$ cat config.mk
export PLATFORM = sky130hd
export DESIGN_NAME = bridge_phase_gen
export DESIGN_NICKNAME = d
export VERILOG_FILES = /design/src/rtl/bridge_phase_pkg.sv /design/src/rtl/bridge_phase_cnt.sv /design/src/rtl/bridge_ref_wave.sv /design/src/rtl/bridge_sel_latch.sv /design/src/rtl/bridge_phase_gen.sv
export SDC_FILE = /design/constraint.sdc
export NUM_CORES = 1
export LEC_CHECK = 0
export BUFFER_PORTS_ARGS = -buffer_cell sky130_fd_sc_hd__buf_2
export CORE_AREA = 4 4 41 43
export CTS_BUF_LIST = sky130_fd_sc_hd__clkbuf_2
export CTS_CLUSTER_SIZE = 10
export DETAILED_ROUTE_END_ITERATION = 8
export DIE_AREA = 0 0 45 47
export SYNTH_ARGS = -nofsm -noshare
export SYNTH_HDL_FRONTEND = slang
export SYNTH_HIERARCHICAL = 1
export SYNTH_SLANG_ARGS = --single-unit
export TNS_END_PERCENT = 10
$ cat constraint.sdc
create_clock -name clk_i -period 5 [get_ports clk_i]
set_clock_uncertainty 0.1 [all_clocks]
set_input_delay 1.25 -clock clk_i [delete_from_list [all_inputs] [get_ports clk_i]]
set_output_delay 1.25 -clock clk_i [all_outputs]
set_load 0.01 [all_outputs]
$ cat src/rtl/bridge_phase_pkg.sv
package bridge_phase_pkg;
  parameter int unsigned DEF_CNT_W = 5;

  typedef enum logic {
    SEL_REF0 = 1'b0,
    SEL_REF1 = 1'b1
  } ref_sel_e;
endpackage

$ cat src/rtl/bridge_phase_cnt.sv
module bridge_phase_cnt #(
  parameter int unsigned CNT_W = 5
) (
  input  logic             clk_i,
  input  logic             rst_ni,
  output logic [CNT_W-1:0] cnt_o,
  output logic             drive_o,
  output logic             strobe_o
);
  localparam logic [CNT_W-1:0] CNT_ONE = CNT_W'(1);

  logic [CNT_W-1:0] cnt_q;

  always_ff @(posedge clk_i or negedge rst_ni) begin
    if (!rst_ni) cnt_q <= '0;
    else         cnt_q <= cnt_q + CNT_ONE;
  end

  assign cnt_o    = cnt_q;
  assign drive_o  = ~cnt_q[CNT_W-1];
  assign strobe_o = (cnt_q == '0);

  a_r3_strobe_single: assert property (@(posedge clk_i) disable iff (!rst_ni)
    strobe_o |=> !strobe_o);
  a_r3_drive_rise_on_strobe: assert property (@(posedge clk_i) disable iff (!rst_ni)
    $rose(drive_o) |-> strobe_o);
  a_r2_drive_fall_mid: assert property (@(posedge clk_i) disable iff (!rst_ni)
    $fell(drive_o) |-> $past(drive_o) && !strobe_o);
endmodule

$ cat src/rtl/bridge_ref_wave.sv
module bridge_ref_wave #(
  parameter int unsigned CNT_W = 5
) (
  input  logic             clk_i,
  input  logic             rst_ni,
  input  logic [CNT_W-1:0] cnt_i,
  input  logic [CNT_W-1:0] off_i,
  output logic             wave_o
);
  logic [CNT_W-1:0] rel;

  // position within the shifted period; wraps modulo 2^CNT_W
  assign rel    = cnt_i - off_i;
  assign wave_o = ~rel[CNT_W-1];

  a_r4_ref_rise_at_off: assert property (@(posedge clk_i) disable iff (!rst_ni)
    ($rose(wave_o) && $stable(off_i) && $stable(cnt_i) == 1'b0) |-> (cnt_i == off_i));
endmodule

$ cat src/rtl/bridge_sel_latch.sv
module bridge_sel_latch (
  input  logic clk_i,
  input  logic rst_ni,
  input  logic strobe_i,
  input  logic bit_i,
  output logic bit_o
);
  import bridge_phase_pkg::*;

  ref_sel_e sel_q;

  always_ff @(posedge clk_i or negedge rst_ni) begin
    if (!rst_ni)       sel_q <= SEL_REF0;
    else if (strobe_i) sel_q <= ref_sel_e'(bit_i);
  end

  assign bit_o = sel_q;

  a_r5_hold_off_strobe: assert property (@(posedge clk_i) disable iff (!rst_ni)
    !$past(strobe_i) |-> $stable(bit_o));
  a_r5_capture_on_strobe: assert property (@(posedge clk_i) disable iff (!rst_ni)
    $past(strobe_i) |-> (bit_o == $past(bit_i)));
endmodule

$ cat src/rtl/bridge_phase_gen.sv
module bridge_phase_gen #(
  parameter int unsigned CNT_W = bridge_phase_pkg::DEF_CNT_W
) (
  input  logic             clk_i,
  input  logic             rst_ni,
  input  logic [CNT_W-1:0] phase_off0_i,
  input  logic [CNT_W-1:0] phase_off1_i,
  input  logic             mod_bit_i,
  output logic             drive_o,
  output logic             ref_o,
  output logic             strobe_o,
  output logic             bit_o
);
  localparam int unsigned N_REF = 2;

  logic [CNT_W-1:0]            cnt;
  logic [N_REF-1:0][CNT_W-1:0] offs;
  logic [N_REF-1:0]            waves;
  logic                        drive, strobe, sel;

  assign offs[0] = phase_off0_i;
  assign offs[1] = phase_off1_i;

  bridge_phase_cnt #(.CNT_W(CNT_W)) u_cnt (
    .clk_i    (clk_i),
    .rst_ni   (rst_ni),
    .cnt_o    (cnt),
    .drive_o  (drive),
    .strobe_o (strobe)
  );

  for (genvar k = 0; k < N_REF; k++) begin : g_ref
    bridge_ref_wave #(.CNT_W(CNT_W)) u_wave (
      .clk_i  (clk_i),
      .rst_ni (rst_ni),
      .cnt_i  (cnt),
      .off_i  (offs[k]),
      .wave_o (waves[k])
    );
  end

  bridge_sel_latch u_sel (
    .clk_i    (clk_i),
    .rst_ni   (rst_ni),
    .strobe_i (strobe),
    .bit_i    (mod_bit_i),
    .bit_o    (sel)
  );

  assign drive_o  = drive;
  assign strobe_o = strobe;
  assign bit_o    = sel;
  assign ref_o    = waves[sel];

  // source changes only at a period boundary
  a_r6_ref_src_stable: assert property (@(posedge clk_i) disable iff (!rst_ni)
    !$past(strobe) |-> $stable(sel));
  a_r1_strobe_with_drive: assert property (@(posedge clk_i) disable iff (!rst_ni)
    strobe |-> drive);
endmodule

==> impl_metrics.env, run 1 <==
export IMPL_fp_dieH_um=47
export IMPL_synth_xor_area_frac=0.1303
export IMPL_period_needed_ps=3928
export IMPL_synthSimpleGateAreaFrac=0.07979
export IMPL_firstDrtPassIters=3
export IMPL_grt_pass1_vias=385
export IMPL_wl_per_cell_um=11.09
export IMPL_synth_cell_types=12
export IMPL_grt_first_pass_wirelength_mm=1.580
export IMPL_nets=87
export IMPL_synth_common_cells="inv_1, ha_1, dfrtp_1, xnor2_1"
export IMPL_timing_final_crit_share=0.7855
export IMPL_fin_total_pwr_mw=0.09974
export IMPL_multi_input_area_um2=279.0
export IMPL_grt_util_met3=0.02682
export IMPL_cts_root_buffer="clkbuf_2"
export IMPL_yosys_area_top_type_share=0.3191
export IMPL_relSlewSlack=0.8048
export IMPL_clock_sinks=6
export IMPL_critPathBufInv=3
export IMPL_syn_to_final_growth_pct=24.20
export IMPL_crit_type="in2out"
export IMPL_syn_area_per_cell_um2=10.45
export IMPL_fp_dieArea_mm2=0.002115
export IMPL_initial_core_util=0.3615
export IMPL_final_seq_area_um2=150.1
export IMPL_io_pins=17
export IMPL_overflow=0
export IMPL_dpl_hpwl_um=720.1
export IMPL_use_met2=0.1638
export IMPL_synth_area_leaders="dfrtp_1, ha_1, xnor2_1"
export IMPL_grtUsageTotal=0.1059
export IMPL_grt_use_met1=0.1302
export IMPL_cpPeakStageDelay_ps=310
export IMPL_die_x_um=45
export IMPL_synth_main_ff_cell="dfrtp_1"
export IMPL_placed_cell_area_um2=569.3
export IMPL_worstPathArrival_ps=2580
export IMPL_cts_clk_slew_worst_paths_ps=60
export IMPL_gp_congestion=0.6972
export IMPL_cts_tree="yes"
export IMPL_max_freq_mhz=254.6
export IMPL_clk_latency_ps=220
export IMPL_grt_antenna_before_repair=0
export IMPL_syn_cell_area_um2=470.5
export IMPL_ir_worst_vdd_mv=0.1085
export IMPL_row_count=13
export IMPL_whs_ps=443.6
export IMPL_drc_errors=0
export IMPL_worst_slew_pin_slew_ps=292.0
export IMPL_async_flop_share=1.000
export IMPL_drive_gt1_frac=0.3750
export IMPL_synthMostInstantiatedCell="inv_1"
export IMPL_crit_start="phase_off0_i[1]"
export IMPL_crit_family="compound AO/OA/AOI/OAI gates"
export IMPL_antenna_left=0
export IMPL_synth_enable_flop_cells=0
export IMPL_leakagePower_nw=0.3263
export IMPL_cts_made_buffers=3
export IMPL_cp_start_kind="primary input"
export IMPL_hold_viol_final=0
export IMPL_placed_cells=76
export IMPL_n_fill_cell=132
export IMPL_ys_warn_count=6
export IMPL_rsz0062_at_grt="no"
export IMPL_clock_path_buffers=2
export IMPL_ys_seq_elements=6
export IMPL_antenna_cells=0
export IMPL_path_cells="buf_2 -> inv_1 -> ha_1 -> a2111oi_2 -> a21oi_1 -> xnor2_1 -> mux2_4 -> buf_2"
export IMPL_yosysTopAreaCell="dfrtp_1"
export IMPL_finish_utilization=0.4490
export IMPL_hold_class="reg2reg"
export IMPL_setup_ws_ps=1072
export IMPL_grt_max_degree=7
export IMPL_crit_top_cell="buf_2"
export IMPL_postCtsHoldBufs=0
export IMPL_core_area_mm2=0.001301
export IMPL_vias=373
export IMPL_dp_slack_ps=1066
export IMPL_post_drt_via_cell_ratio=4.722
export IMPL_design_area_um2=584.3
export IMPL_dr_first_iter_drc_count=1
export IMPL_status="finished, final reports clean"
export IMPL_min_from="u_cnt/cnt_o[0]"
export IMPL_stdcell_count=79
export IMPL_muxShareOfSynthArea=0.06383
export IMPL_path_max_fanout=1
export IMPL_port_buffers=16
export IMPL_powerDensity_mw_per_mm2=170.7
export IMPL_setup_viol=0
export IMPL_cpMaxStageDelayCell="a2111oi_2"
export IMPL_synth_nets=66
export IMPL_cts_setup_buffers=0
export IMPL_grt_busiest_layer="met2"
export IMPL_r2r_start="u_cnt/cnt_o[0]"
export IMPL_synth_compound_area_frac=0.1064
export IMPL_cap_violations=0
export IMPL_synth_top_family_by_area="adder cells"
export IMPL_required_ps=3650
export IMPL_end_kind="primary output"
export IMPL_postCtsResizedCells=0
export IMPL_synthCells=45
export IMPL_slew_viol_final=0
export IMPL_synth_adder_area_share=0.2128
export IMPL_finalWirelength_um=876
export IMPL_htreeDepth=1
export IMPL_setup_tns_ps=0
export IMPL_seq_area_frac_synth=0.3191
-- sequential cells by signal, summed over array words and instances, names as in the netlist --
| register | flops |
|---|---|
| u_cnt/cnt_o | 5 |
| u_sel/bit_o | 1 |
-- power by group --
group          internal (mW)  switching (mW)  leakage (nW)
registers             0.0490        0.000518        0.0722
clock network         0.0163          0.0177        0.0125
logic                0.00967         0.00659         0.242
total                 0.0749          0.0248         0.326
-- worst paths after layout --
| path | end | slack (ps) | cells past startpoint |
|---|---|---|---|
| setup / recovery | ref_o | 1070 | 8 |
| hold / removal | u_cnt/cnt_o[0] | 440 | 1 |
| setup reg to reg | u_sel/bit_o | 3550 | 4 |
| hold reg to reg | u_cnt/cnt_o[0] | 440 | 1 |
| max in group asynchronous | u_cnt/cnt_o[0] | 3920 | 1 |
| min in group asynchronous | u_cnt/cnt_o[2] | 740 | 1 |
-- placed cells by master, fill, tap and decap left out, types with 2 or more instances in the layout --
cell type / Yosys / layout
buf_2: 0 / 16
o21ai_0: 2 / 2
dfrtp_1: 6 / 6
mux2_4: 2 / 2
xnor2_1: 6 / 6
nand3_1: 2 / 2
nand2b_1: 2 / 2
inv_1: 11 / 11
clkbuf_2: 0 / 3
a2111oi_2: 2 / 2
ha_1: 8 / 8
a21oi_1: 2 / 2
-- final cells by class --
cell class,instances,area share
clock buffers,3,0.02570
inverters,11,0.07066
multi-input cells,28,0.4775
flip-flops and latches,6,0.2570
well taps,15,0.03212
repair buffers,16,0.1370
-- per-layer routing --
metal  routed length [um]  up-vias
li1                     -      190
met1                  381      168
met2                  397       13
met3                   77        2
met4                   20        0
met5                    0        -
-- cell families (layout without fill, tap and decap cells) --
| family | count (synthesis) | after routing |
|---|---|---|
| multiplexers | 2 | 2 |
| adder cells (fa/ha/maj) | 8 | 8 |
| XOR/XNOR | 7 | 7 |
| flip-flops | 6 | 6 |
| buffers and inverters | 11 | 30 |
| AND/OR/NAND/NOR | 5 | 5 |
| AO/OA/AOI/OAI | 6 | 6 |
Power figures use the tool's default switching activity.
==> run 2: changes to the inputs <==
==> constraint.sdc (replaced) <==
create_clock -name clk_i -period 3.6 [get_ports clk_i]
set_clock_uncertainty 0.1 [all_clocks]
set_input_delay 0.9 -clock clk_i [delete_from_list [all_inputs] [get_ports clk_i]]
set_output_delay 0.9 -clock clk_i [all_outputs]
set_load 0.01 [all_outputs]
==> impl_metrics.env, run 2 (synthesis gave the netlist of run 1 again) <==
export IMPL_rsz0062_at_grt="no"
export IMPL_cts_tree="yes"
export IMPL_cp_start_kind="primary input"
export IMPL_drc_errors=0
export IMPL_postCtsResizedCells=0
export IMPL_timing_final_crit_share=0.8841
export IMPL_placed_cell_area_um2=569.3
export IMPL_slew_viol_final=0
export IMPL_required_ps=2600
export IMPL_relSlewSlack=0.7704
export IMPL_cts_setup_buffers=0
export IMPL_grt_pass1_vias=328
export IMPL_swShare=0.2352
export IMPL_antenna_cells=0
export IMPL_leakagePower_nw=0.3263
export IMPL_layout_common_cells="buf_2, inv_1, ha_1"
export IMPL_period_needed_ps=3183
export IMPL_htreeDepth=1
export IMPL_largest_register_ffs=5
export IMPL_status="finished, final reports clean"
export IMPL_critPathBufInv=3
export IMPL_wl_per_cell_um=10.33
export IMPL_grt_max_degree=7
export IMPL_syn_to_final_growth_pct=24.20
export IMPL_worstPathArrival_ps=2180
export IMPL_placed_cells=76
export IMPL_postCtsHoldBufs=0
export IMPL_p_seq_frac=0.505
export IMPL_finalWirelength_um=816
export IMPL_cts_made_buffers=3
export IMPL_final_seq_area_um2=150.1
export IMPL_core_area_mm2=0.001301
export IMPL_end_kind="primary output"
export IMPL_firstDrtPassIters=2
export IMPL_drive_gt1_frac=0.3750
export IMPL_row_count=13
export IMPL_initial_core_util=0.3615
export IMPL_fin_total_pwr_mw=0.1360
export IMPL_clockPowerShare=0.334
export IMPL_max_freq_mhz=314.2
export IMPL_fp_dieH_um=47
export IMPL_clk_latency_ps=210
export IMPL_switchingPower_mw=0.03198
export IMPL_crit_type="in2out"
export IMPL_cts_clk_slew_worst_paths_ps=60
export IMPL_cts_root_buffer="clkbuf_2"
export IMPL_hold_class="in2async"
export IMPL_path_cells="buf_2 -> inv_1 -> ha_1 -> a2111oi_2 -> a21oi_1 -> xnor2_1 -> mux2_4 -> buf_2"
export IMPL_vias=358
export IMPL_antenna_left=0
export IMPL_fp_dieArea_mm2=0.002115
export IMPL_crit_family="compound AO/OA/AOI/OAI gates"
export IMPL_ir_worst_vdd_mv=0.1518
export IMPL_design_area_um2=584.3
export IMPL_reg2reg_depth=4
export IMPL_clock_path_buffers=2
export IMPL_overflow=0
export IMPL_multi_input_area_um2=279.0
export IMPL_cap_violations=0
export IMPL_grt_first_pass_wirelength_mm=1.297
export IMPL_hold_viol_final=0
export IMPL_finish_utilization=0.4490
export IMPL_grtUsageTotal=0.09141
export IMPL_grt_antenna_before_repair=0
export IMPL_setup_tns_ps=0
export IMPL_crit_top_cell="buf_2"
export IMPL_dr_first_iter_drc_count=2
export IMPL_clock_sinks=6
export IMPL_dpl_hpwl_um=670.6
export IMPL_powerDensity_mw_per_mm2=232.7
export IMPL_p_int_mw=0.1040
export IMPL_io_pins=17
export IMPL_die_x_um=45
export IMPL_gp_congestion=0.7029
export IMPL_setup_viol=0
export IMPL_port_buffers=16
export IMPL_stdcell_count=79
export IMPL_path_max_fanout=1
export IMPL_n_fill_cell=142
export IMPL_combPwrFrac=0.161
export IMPL_critical_path_depth=8
export IMPL_cpPeakStageDelay_ps=300
export IMPL_nets=87
export IMPL_cpMaxStageDelayCell="a2111oi_2"
export IMPL_layout_commonest_cell="buf_2"
export IMPL_worst_slew_pin_slew_ps=343.5
export IMPL_post_drt_via_cell_ratio=4.532
[run 2: cell counts in the layout (fill, tap and decap cells not counted)]
Identical to the previous run, type by type.
[run 2: worst paths after layout]
check / endpoint / slack (ps) / startpoint
max: ref_o / 420 / phase_off0_i[1]
min: u_cnt/cnt_o[2] / 390 / rst_ni
min reg2reg: u_cnt/cnt_o[0] / 450 / u_cnt/cnt_o[0]
max in group asynchronous: u_cnt/cnt_o[3] / 2870 / rst_ni
min in group clk_i: u_cnt/cnt_o[0] / 450 / u_cnt/cnt_o[0]
max reg2reg: u_sel/bit_o / 2090 / u_cnt/cnt_o[0]
[run 2: power groups by stage]
stage	Sequential, mW	Clock (mW)	Combinational [mW]
finish	0.0687	0.0454	0.0219
global route	0.0688	0.0523	0.0249
CTS	0.0687	0.0490	0.0225
detailed placement	0.0699	0	0.0224
global placement	0.0699	0	0.0220
floorplan	0.0701	0	0.0119
[run 2: area by class of cell]
cell class	instances	area share
Sequential cell	6	0.2570
Multi-Input combinational cell	28	0.4775
Clock buffer	3	0.02570
Tap cell	15	0.03212
Inverter	11	0.07066
Timing Repair Buffer	16	0.1370
[run 2: layer usage]
layer	global-route usage	part of all wire
met1	0.1111	0.46
met2	0.1299	0.45
met3	0.03448	0.069
met4	0.07018	0.015
met5	0	0
[run 2: metrics by stage]
stage,setup WS (ps),hold slack (ps)
finish,417.4,394.1
detailed placement,396.2,440.3
global placement,421.7,435.5
floorplan,637.3,368.6
global route,339.7,369.0
CTS,397.2,382.5
